===== src/rtl/mra_pkg.sv =====
package mra_pkg;

  localparam int FIELD_W    = 7;
  localparam int NUM_FIELDS = 3;

  typedef logic [FIELD_W-1:0] bcd_t;

  typedef enum logic [1:0] {
    ADDR_SEC  = 2'd0,
    ADDR_MIN  = 2'd1,
    ADDR_HOUR = 2'd2,
    ADDR_CTRL = 2'd3
  } reg_addr_e;

  // Largest legal BCD value of a time field (0 sec, 1 min, 2 hour).
  function automatic bcd_t field_max(int idx);
    return (idx == 2) ? 7'h23 : 7'h59;
  endfunction

  // Bits kept when the host writes a field.
  function automatic bcd_t field_mask(int idx);
    return (idx == 2) ? 7'h3f : 7'h7f;
  endfunction

  // One BCD step with wrap to zero at the field limit.
  function automatic bcd_t bcd_step(bcd_t v, bcd_t maxv);
    bcd_t r;
    if (v == maxv) begin
      r = '0;
    end else if (v[3:0] >= 4'd9) begin
      r = {v[6:4] + 3'd1, 4'd0};
    end else begin
      r = {v[6:4], v[3:0] + 4'd1};
    end
    return r;
  endfunction

endpackage


===== src/rtl/mra_rst_sync.sv =====
module mra_rst_sync (
  input  logic clk,
  input  logic rst_n,
  output logic rst_sync_n
);

  logic stage1_q;
  logic stage2_q;

  always_ff @(posedge clk or negedge rst_n) begin
    if (!rst_n) begin
      stage1_q <= 1'b0;
      stage2_q <= 1'b0;
    end else begin
      stage1_q <= 1'b1;
      stage2_q <= stage1_q;
    end
  end

  assign rst_sync_n = stage2_q;

endmodule


===== src/rtl/mra_prescaler.sv =====
module mra_prescaler #(
  parameter int SUB_BITS = 8
) (
  input  logic                clk,
  input  logic                rst_n,
  input  logic                tick_en,
  input  logic                clr,
  output logic [SUB_BITS-1:0] count,
  output logic                carry
);

  logic [SUB_BITS-1:0] cnt_q;
  logic [SUB_BITS-1:0] cnt_d;
  logic                cnt_en;

  // Clear has priority; a tick during clear is dropped.
  assign cnt_en = clr | tick_en;

  always_comb begin
    cnt_d = cnt_q;
    if (clr) begin
      cnt_d = '0;
    end else if (tick_en) begin
      cnt_d = cnt_q + 1'b1;
    end
  end

  always_ff @(posedge clk or negedge rst_n) begin
    if (!rst_n) begin
      cnt_q <= '0;
    end else if (cnt_en) begin
      cnt_q <= cnt_d;
    end
  end

  assign carry = tick_en & ~clr & (&cnt_q);
  assign count = cnt_q;

endmodule


===== src/rtl/mra_bcd_field.sv =====
module mra_bcd_field
  import mra_pkg::*;
#(
  parameter int IDX = 0
) (
  input  logic clk,
  input  logic rst_n,
  input  logic inc,
  input  logic zero,
  input  logic load,
  input  bcd_t load_val,
  output bcd_t val,
  output logic wrap
);

  localparam bcd_t MAXV = field_max(IDX);

  bcd_t val_q;
  bcd_t val_d;
  logic val_en;

  assign val_en = load | zero | inc;

  always_comb begin
    val_d = val_q;
    if (load) begin
      val_d = load_val;
    end else if (zero) begin
      val_d = '0;
    end else if (inc) begin
      val_d = bcd_step(val_q, MAXV);
    end
  end

  always_ff @(posedge clk or negedge rst_n) begin
    if (!rst_n) begin
      val_q <= '0;
    end else if (val_en) begin
      val_q <= val_d;
    end
  end

  assign val  = val_q;
  assign wrap = inc & ~load & ~zero & (val_q == MAXV);

endmodule


===== src/rtl/mra_adj_ctrl.sv =====
module mra_adj_ctrl #(
  parameter int ADJ_CYCLES = 3
) (
  input  logic clk,
  input  logic rst_n,
  input  logic ctrl_wr,
  input  logic ctrl_bit,
  output logic busy,
  output logic start,
  output logic done
);

  localparam int CW = (ADJ_CYCLES > 1) ? $clog2(ADJ_CYCLES) : 1;
  localparam logic [CW-1:0] LOAD_VAL = CW'(ADJ_CYCLES - 1);

  logic          busy_q;
  logic          busy_d;
  logic [CW-1:0] cnt_q;
  logic [CW-1:0] cnt_d;
  logic          st_en;

  assign start = ctrl_wr & ctrl_bit & ~busy_q;
  assign done  = busy_q & (cnt_q == '0);
  assign st_en = start | busy_q;

  always_comb begin
    busy_d = busy_q;
    cnt_d  = cnt_q;
    if (start) begin
      busy_d = 1'b1;
      cnt_d  = LOAD_VAL;
    end else if (done) begin
      busy_d = 1'b0;
    end else if (busy_q) begin
      cnt_d  = cnt_q - 1'b1;
    end
  end

  always_ff @(posedge clk or negedge rst_n) begin
    if (!rst_n) begin
      busy_q <= 1'b0;
      cnt_q  <= '0;
    end else if (st_en) begin
      busy_q <= busy_d;
      cnt_q  <= cnt_d;
    end
  end

  assign busy = busy_q;

endmodule


===== src/rtl/minute_round_adj.sv =====
module minute_round_adj
  import mra_pkg::*;
#(
  parameter int SUB_BITS   = 8,
  parameter int ADJ_CYCLES = 3
) (
  input  logic                clk,
  input  logic                rst_n,
  input  logic                tick_en,
  input  logic                wr_en,
  input  logic [1:0]          addr,
  input  logic [7:0]          wr_data,
  output logic [7:0]          rd_data,
  output logic                adj_busy,
  output logic [SUB_BITS-1:0] sub_count
);

  localparam bcd_t ROUND_LIMIT = 7'h30;

  logic                  rst_core_n;
  logic                  busy;
  logic                  adj_start;
  logic                  adj_done;
  logic                  pre_clr;
  logic                  sec_tick;
  logic                  round_inc;
  logic                  ctrl_wr;
  bcd_t                  field_val [NUM_FIELDS];
  logic [NUM_FIELDS-1:0] field_wrap;
  logic [NUM_FIELDS-1:0] field_inc;
  logic [NUM_FIELDS-1:0] field_load;
  logic [NUM_FIELDS-1:0] field_zero;
  bcd_t                  sec_q;
  logic                  unused_bits;

  mra_rst_sync u_rst_sync (
    .clk        (clk),
    .rst_n      (rst_n),
    .rst_sync_n (rst_core_n)
  );

  assign ctrl_wr = wr_en & (addr == ADDR_CTRL);

  mra_adj_ctrl #(
    .ADJ_CYCLES (ADJ_CYCLES)
  ) u_adj_ctrl (
    .clk      (clk),
    .rst_n    (rst_core_n),
    .ctrl_wr  (ctrl_wr),
    .ctrl_bit (wr_data[0]),
    .busy     (busy),
    .start    (adj_start),
    .done     (adj_done)
  );

  assign pre_clr = adj_start | busy;

  mra_prescaler #(
    .SUB_BITS (SUB_BITS)
  ) u_prescaler (
    .clk     (clk),
    .rst_n   (rst_core_n),
    .tick_en (tick_en),
    .clr     (pre_clr),
    .count   (sub_count),
    .carry   (sec_tick)
  );

  assign sec_q     = field_val[0];
  assign round_inc = adj_done & (sec_q >= ROUND_LIMIT);

  for (genvar g = 0; g < NUM_FIELDS; g++) begin : g_field
    if (g == 0) begin : g_sec
      assign field_inc[g]  = sec_tick;
      assign field_zero[g] = adj_done;
    end else if (g == 1) begin : g_min
      assign field_inc[g]  = field_wrap[g-1] | round_inc;
      assign field_zero[g] = 1'b0;
    end else begin : g_upper
      assign field_inc[g]  = field_wrap[g-1];
      assign field_zero[g] = 1'b0;
    end

    assign field_load[g] = wr_en & ~busy & (addr == 2'(g));

    mra_bcd_field #(
      .IDX (g)
    ) u_field (
      .clk      (clk),
      .rst_n    (rst_core_n),
      .inc      (field_inc[g]),
      .zero     (field_zero[g]),
      .load     (field_load[g]),
      .load_val (wr_data[FIELD_W-1:0] & field_mask(g)),
      .val      (field_val[g]),
      .wrap     (field_wrap[g])
    );
  end

  always_comb begin
    rd_data = 8'h00;
    case (addr)
      ADDR_SEC:  rd_data = busy ? 8'h00 : {1'b0, field_val[0]};
      ADDR_MIN:  rd_data = busy ? 8'h00 : {1'b0, field_val[1]};
      ADDR_HOUR: rd_data = busy ? 8'h00 : {1'b0, field_val[2]};
      default:   rd_data = {7'd0, busy};
    endcase
  end

  assign adj_busy    = busy;
  assign unused_bits = field_wrap[NUM_FIELDS-1] ^ wr_data[7];

endmodule


===== config.mk =====
export PLATFORM = sky130hd
export DESIGN_NAME = minute_round_adj
export DESIGN_NICKNAME = d
export VERILOG_FILES = /design/src/rtl/mra_pkg.sv /design/src/rtl/mra_rst_sync.sv /design/src/rtl/mra_prescaler.sv /design/src/rtl/mra_bcd_field.sv /design/src/rtl/mra_adj_ctrl.sv /design/src/rtl/minute_round_adj.sv
export SDC_FILE = /design/constraint.sdc
export NUM_CORES = 1
export LEC_CHECK = 0
export BUFFER_PORTS_ARGS = -buffer_cell sky130_fd_sc_hd__buf_2
export CAP_MARGIN = 30
export CORE_MARGIN = 5
export CORE_UTILIZATION = 55
export CTS_CLUSTER_SIZE = 8
export DETAILED_ROUTE_END_ITERATION = 7
export GPL_TIMING_DRIVEN = 0
export MAX_ROUTING_LAYER = met4
export PLACE_DENSITY_LB_ADDON = 0.25
export SKIP_LAST_GASP = 1
export SYNTH_ARGS = -nofsm -noshare
export SYNTH_HDL_FRONTEND = slang
export SYNTH_HIERARCHICAL = 1
export SYNTH_SLANG_ARGS = --single-unit

===== constraint.sdc =====
create_clock -name clk -period 2 [get_ports clk]
set_input_delay 0.2 -clock clk [delete_from_list [all_inputs] [get_ports clk]]
set_output_delay 0.2 -clock clk [all_outputs]
set_load 0.05 [all_outputs]

==> results of run 1 <==
stage by stage:
stage          util, %  cell area [µm²]  power [mW]
2_1_floorplan        -             2530        2.31
3_3_place_gp      63.1             2730        2.63
3_5_place_dp      63.8             2760        2.67
4_1_cts           68.3             2950        3.21
5_1_grt           70.2             3040        3.58
6_report          70.2             3040        3.36
power groups by stage:
stage	clock, mW	combinational [mW]	sequential (mW)
after floorplan	0	1.13	1.18
after global routing	0.545	1.86	1.17
after CTS	0.514	1.56	1.14
final	0.510	1.71	1.15
after detailed placement	0	1.51	1.16
after global placement	0	1.47	1.16
worst max-delay path: cells and delay by family (launching register included):
family / cells / cell delay (ns)
simple gates: 5 / 1.05
buf+inv: 4 / 0.61
compound gates: 3 / 0.48
flops: 1 / 0.45
state kept, by name, indices dropped and copies added (netlist names):
signal / count
u_rst_sync/stage1_q: 1
u_prescaler/count: 8
u_adj_ctrl/busy: 1
u_rst_sync/rst_sync_n: 1
u_adj_ctrl/cnt_q: 2
g_field.u_field/val: 21
timing repair:
item	CTS	global route
endpoints found under the setup margin	14	20
gates resized for setup	3	10
pin swaps	10	6
hold endpoints to repair	2	0
hold buffers	1	0
buffers inserted	15	8
worst max path at each step:
stage	from	end	slack [ns]
global placement	addr[1]	g_field[2].u_field/val[4]$_DFFE_PN0P_	-1.20
floorplan	u_adj_ctrl/busy$_DFFE_PN0P_	g_field[2].u_field/val[4]$_DFFE_PN0P_	-0.73
global route	u_adj_ctrl/busy$_DFFE_PN0P_	g_field[2].u_field/val[6]$_DFFE_PN0P_	-0.73
finish	u_adj_ctrl/busy$_DFFE_PN0P_	g_field[1].u_field/val[0]$_DFFE_PN0P_	-0.67
detailed placement	addr[1]	g_field[2].u_field/val[4]$_DFFE_PN0P_	-1.21
CTS	u_adj_ctrl/busy$_DFFE_PN0P_	g_field[2].u_field/val[4]$_DFFE_PN0P_	-0.57
area by class of cell:
class	count	share of cell area (%)
sequential	34	28.1
clock inverter	2	0.330
tap	52	2.14
clock buffer	6	2.39
multi-input combinational	199	50.8
buffer	9	2.64
inverter	20	2.47
timing repair buffer	49	11.0
layer usage:
metal | GRT usage [%] | wire [µm] | part of all wire (%)
met5 | - | 0 | 0
met4 | 9.79 | 221 | 3.3
met3 | 6.15 | 562 | 8.4
met2 | 36.6 | 3230 | 48
met1 | 26.2 | 2720 | 40
==> metrics.md, run 1 <==
| Metric | Value |
|---|---|
| VDD IR max | `0.620 mV` |
| Synthesized area per cell | `9.52 µm²` |
| Final std cells w/o fill | `371` |
| CP max stage cell | `nor3_1` |
| Ports | `31` |
| Initial Utilization | `56.1%` |
| Die Y | `76.4 µm` |
| Area delta synth->final | `25.1%` |
| Setup TNS | `-8.02 ns` |
| Final layout net count | `349` |
| Clock transition at path regs | `0.08 ns` |
| Most used cell, CP | `buf_4` |
| Clk network pwr share | `15.2%` |
| CTS Buf Count | `5` |
| Critical hold path startpoint | `wr_data[2]` |
| Final min period | `2.67 ns` |
| Register area | `855 µm²` |
| WP data required | `2.22 ns` |
| Setup Skew | `0.00846 ns` |
| Largest net degree at the start of global routing | `18` |
| Worst r2r src | `u_adj_ctrl/busy$_DFFE_PN0P_` |
| Final setup fails | `15` |
| Root Buffer | `clkbuf_8` |
| Cells along the critical path | `buf_6 -> nor4b_2 -> buf_4 -> nor2_4 -> nand2_2 -> nor3_2 -> a21o_1 -> buf_4 -> buf_4 -> nor3_1 -> a221oi_1 -> a21oi_1` |
| Max Fclk | `375 MHz` |
| Hold path endpoint | `g_field[2].u_field/val[2]$_DFFE_PN0P_` |
| CP max stage delay | `0.60 ns` |
| Clk buf depth | `2` |
| Routed via count | `2265` |
| Sw frac | `46.0%` |
| H-tree Lvls | `2` |
| R2R Setup Slk | `-0.67 ns` |
| Most common cell after layout, fill and taps aside | `dfrtp_1` |
| Worst-Margin Slew | `0.821 ns` |
| Worst hold stages | `3` |
| Antenna cells | `0` |
| Pre-CTS setup slack | `-1.21 ns` |
| ANT nets after route | `0` |
| Power Internal | `1.82 mW` |
| Share of total power in combinational logic | `50.8%` |
| Reg power frac | `34.1%` |
| Worst Setup Start Kind | `flip-flop` |
| Worst-Skew Late Latency | `0.30 ns` |
| Final WS setup | `-0.669 ns` |
| Worst Path Class, Setup | `reg -> reg` |
| Sw power | `1.55 mW` |
| Die area | `5840 µm²` |
| Worst Hold Class | `in -> reg` |
| R2r endpoint | `g_field[1].u_field/val[0]$_DFFE_PN0P_` |
| Synth Warn # | `6` |
| Total grt overflow | `0` |
| Chip Width | `76.4 µm` |
| Vias/cell | `6.11` |
| Failing checks | `setup timing` |
| Max-cap viol count | `0` |
| Drc violations | `0` |
| CTS tree | `done` |
| Crit. End Element | `flip-flop` |
| Number of fill cells | `342` |
| Layout cell share with drive strength beyond 1 | `33.2%` |
| Worst R2R Path Depth | `12` |
| Max FO, Critical Path | `10` |
| Initial antenna violation count | `0` |
| RSZ-0062 raised after global routing | `true` |
| Vias in the first global route | `2148` |
| Cell row count | `24` |
| Worst hold slack | `0.222 ns` |
| Power density cells | `1110 nW/µm²` |
| Mapped cell area | `2430 µm²` |
| Lkg Pwr | `1.44 nW` |
| Clock Sinks | `34` |
| Total wire length | `6730 µm` |
| Initial DRC count | `180` |
| Status | `finished, violations left` |
| Most frequent cells in the layout | `31 x dfrtp_1, 25 x buf_2, 23 x buf_4` |
| Max-slew headroom | `45.3%` |
| Tot GR Track Use | `22.6%` |
| Post-route clock period utilization | `133%` |
| Port bufs | `26` |
| Total core area | `4320 µm²` |
| First-pass GRT wire length | `10400 µm` |
| Final Wtd Congestion | `0.906` |
| Dpl cells | `343` |
| Post-Synthesis Cells | `255` |
| Post-DP HPWL | `4400 µm` |
| DR WL/cell | `18.1 µm` |
| Area used by multi-input combinational logic | `1540 µm²` |
| DRT Pass-1 Iters | `6` |
| Arrival @ worst endpoint | `2.89 ns` |
| Final Hold Fails | `0` |
| Final max-slew violation count | `0` |
(Power assumes the default switching activity.)
==> run 2: changes to the inputs <==
- ABC_AREA: unset -> 0
- BUFFER_PORTS_ARGS: -buffer_cell sky130_fd_sc_hd__buf_2 -> unset
- DONT_BUFFER_PORTS: unset -> 1
==> metrics.md, run 2 (synthesis gave the netlist of run 1 again) <==
| Metric | Value |
|---|---|
| Status | `finished, violations left` |
| Failing checks | `setup timing` |
| Routed via count | `2136 (-5.7%)` |
| Worst hold slack | `0.0579 ns (-0.164 ns)` |
| Critical path's top delay family | `simple AND/OR/NAND/NOR gates` |
| Clk buf depth | `2 (unchanged)` |
| VDD IR max | `0.557 mV (-10%)` |
| Total wire length | `6440 µm (-4.3%)` |
| RSZ-0062 raised after global routing | `true` |
| Reg power frac | `36.4% (+2.3 points)` |
| Worst hold stages | `2 (-1)` |
| Dpl cell area | `2640 µm² (-4.2%)` |
| WP data required | `2.18 ns (-0.04 ns)` |
| ANT nets after route | `0 (unchanged)` |
| Vias/cell | `6.19 (+1.4%)` |
| Post-route clock period utilization | `138% (+4.7 points)` |
| H-tree Lvls | `2 (unchanged)` |
| Worst Path Class, Setup | `reg -> reg` |
| Worst-Margin Slew | `0.639 ns (-0.182 ns)` |
| Sw frac | `45.4% (-0.52 points)` |
| Die area | `5840 µm² (unchanged)` |
| Lkg Pwr | `1.35 nW (-6.3%)` |
| Largest net degree at the start of global routing | `21 (+3)` |
| Ports | `31 (unchanged)` |
| Vias in the first global route | `2126 (-1.0%)` |
| CTS Buf Count | `5 (unchanged)` |
| CP bufs+invs | `2 (-2)` |
| Worst Hold Class | `in -> reg` |
| Final WS setup | `-0.763 ns (-0.0938 ns)` |
| Dpl cells | `317 (-7.6%)` |
| Drc violations | `0 (unchanged)` |
| Initial Utilization | `56.1% (unchanged)` |
| CP max stage delay | `0.58 ns (-0.02 ns)` |
| First-pass GRT wire length | `10800 µm (+3.8%)` |
| Worst-Skew Late Latency | `0.30 ns (about the same)` |
| Area delta synth->final | `26.9%` |
| Clock transition at path regs | `0.08 ns (about the same)` |
| Share of total power in combinational logic | `48.0% (-2.8 points)` |
| Initial DRC count | `123 (-32%)` |
| Final min period | `2.76 ns (+0.0938 ns)` |
| Chip Width | `76.4 µm (unchanged)` |
| Final Hold Fails | `0 (unchanged)` |
| Clk network pwr share | `15.5% (+0.3 points)` |
| Layout cell share with drive strength beyond 1 | `32.1% (-1.1 points)` |
| Initial antenna violation count | `0 (unchanged)` |
| Max-slew headroom | `57.3% (+12 points)` |
| Power density cells | `1150 nW/µm² (+3.7%)` |
| DRT Pass-1 Iters | `4 (-2)` |
| Antenna cells | `0 (unchanged)` |
| Total core area | `4320 µm² (unchanged)` |
| CTS tree | `done` |
| Cell row count | `24 (unchanged)` |
| Setup Skew | `0.0122 ns (+0.00377 ns)` |
| Final Wtd Congestion | `0.902 (-0.45%)` |
| Worst R2R Path Depth | `12 (unchanged)` |
| Port bufs | `0 (-100%)` |
| DR WL/cell | `18.7 µm (+2.9%)` |
| Max reg flops | `21 (unchanged)` |
| Power Internal | `1.93 mW (+6.2%)` |
| Tot GR Track Use | `23.3% (+0.71 points)` |
| Final core utilization | `71.2% (+1.0 points)` |
| Sw power | `1.61 mW (+4.0%)` |
| Total grt overflow | `0 (unchanged)` |
| Max-cap viol count | `0 (unchanged)` |
| Design Area, Final | `3080 µm² (+1.4%)` |
| Cells along the critical path | `nand3b_1 -> inv_1 -> or2_4 -> nor4_4 -> nand2_2 -> nor3_2 -> a21o_1 -> nand2_2 -> nor3_4 -> inv_1 -> o211ai_2 -> mux2_4` |
| Arrival @ worst endpoint | `2.94 ns (+0.05 ns)` |
| Die Y | `76.4 µm (unchanged)` |
| Final layout net count | `323 (-7.4%)` |
| Clock Sinks | `34 (unchanged)` |
| Total Power | `3.54 mW (+5.2%)` |
| Most common cell after layout, fill and taps aside | `dfrtp_1` |
| Final std cells w/o fill | `345 (-7.0%)` |
| Final setup fails | `25 (+10)` |
| Max Fclk | `362 MHz (-3.4%)` |
| CP max stage cell | `dfrtp_4` |
| Most frequent cells in the layout | `26 x dfrtp_1, 20 x inv_1, 18 x a21oi_1` |
| Final max-slew violation count | `0 (unchanged)` |
| Max FO, Critical Path | `8 (-2)` |
| Crit. End Element | `flip-flop` |
| Root Buffer | `clkbuf_8` |
| Total stage count of the critical path | `12 (unchanged)` |
| Worst Setup Start Kind | `flip-flop` |
| Post-DP HPWL | `4290 µm (-2.5%)` |
-- run 2: changes by cell type in the layout (fill, tap and decap cells not counted), moves of 2 or more --
| cell | delta |
|---|---|
| dfrtp_4 | +3 |
| a211oi_4 | +5 |
| buf_4 | -6 |
| buf_2 | -25 |
| buf_8 | +2 |
| clkbuf_8 | +2 |
| dfrtp_2 | +2 |
| dfrtp_1 | -5 |
| a211oi_1 | -3 |
| a211oi_2 | -2 |
| nor3_1 | -2 |
-- run 2: power by group through the flow --
stage | registers (mW) | clock network [mW] | logic [mW]
detailed placement | 1.27 | 0 | 1.36
CTS | 1.27 | 0.556 | 1.54
finish | 1.29 | 0.549 | 1.70
global route | 1.33 | 0.590 | 1.87
global placement | 1.28 | 0 | 1.29
floorplan | 1.18 | 0 | 1.13
-- run 2: cell type report --
class	instances	area, µm²
Sequential cell	34	868
Tap cell	52	65.1
Fill cell	309	1240
Clock buffer	6	82.6
Clock inverter	2	12.5
Inverter	20	75.1
Multi-Input combinational cell	199	1660
Buffer	10	101
Timing Repair Buffer	22	215
-- run 2: per-layer routing --
metal | part of all wire (%) | track usage, %
met5 | 0 | -
met4 | 3.0 | 10.8
met2 | 49 | 36.4
met1 | 42 | 27.8
met3 | 5.6 | 6.50
-- run 2: timing repair --
item,4_1_cts,5_1_grt
resized for setup,22,24
cloned,0,0
hold buffers,1,0
endpoints found under the setup margin,28,28
setup buffers,11,11
endpoints found under the hold margin,2,0
pin swaps,13,14
-- run 2: final timing paths --
kind	start	end	slack, ns
worst max-delay path	u_adj_ctrl/busy$_DFFE_PN0P_	g_field[2].u_field/val[4]$_DFFE_PN0P_	-0.76
worst min-delay path	wr_data[3]	g_field[0].u_field/val[3]$_DFFE_PN0P_	0.06
worst max register to register	u_adj_ctrl/busy$_DFFE_PN0P_	g_field[2].u_field/val[4]$_DFFE_PN0P_	-0.76
worst min register to register	u_rst_sync/rst_sync_n$_DFF_PN0_	g_field[2].u_field/val[6]$_DFFE_PN0P_	0.26
max in group asynchronous	u_rst_sync/rst_sync_n$_DFF_PN0_	u_adj_ctrl/busy$_DFFE_PN0P_	1.20
min in group asynchronous	rst_n	u_rst_sync/stage1_q$_DFF_PN0_	0.14
-- run 2: worst register-to-register path: cells and delay by family, from the launching register on --
family	cells	cell delay, ns
buffers and inverters	2	0.13
flip-flops	1	0.58
multiplexers	1	0.32
AND/OR/NAND/NOR	7	1.25
AO/OA/AOI/OAI	2	0.39
-- run 2: metrics by stage --
stage	setup WS (ns)	setup TNS, ns
floorplan	-0.731	-5.98
global placement	-1.06	-11.29
detailed placement	-1.06	-10.78
CTS	-0.796	-9.79
global route	-0.930	-13.03
finish	-0.763	-9.93
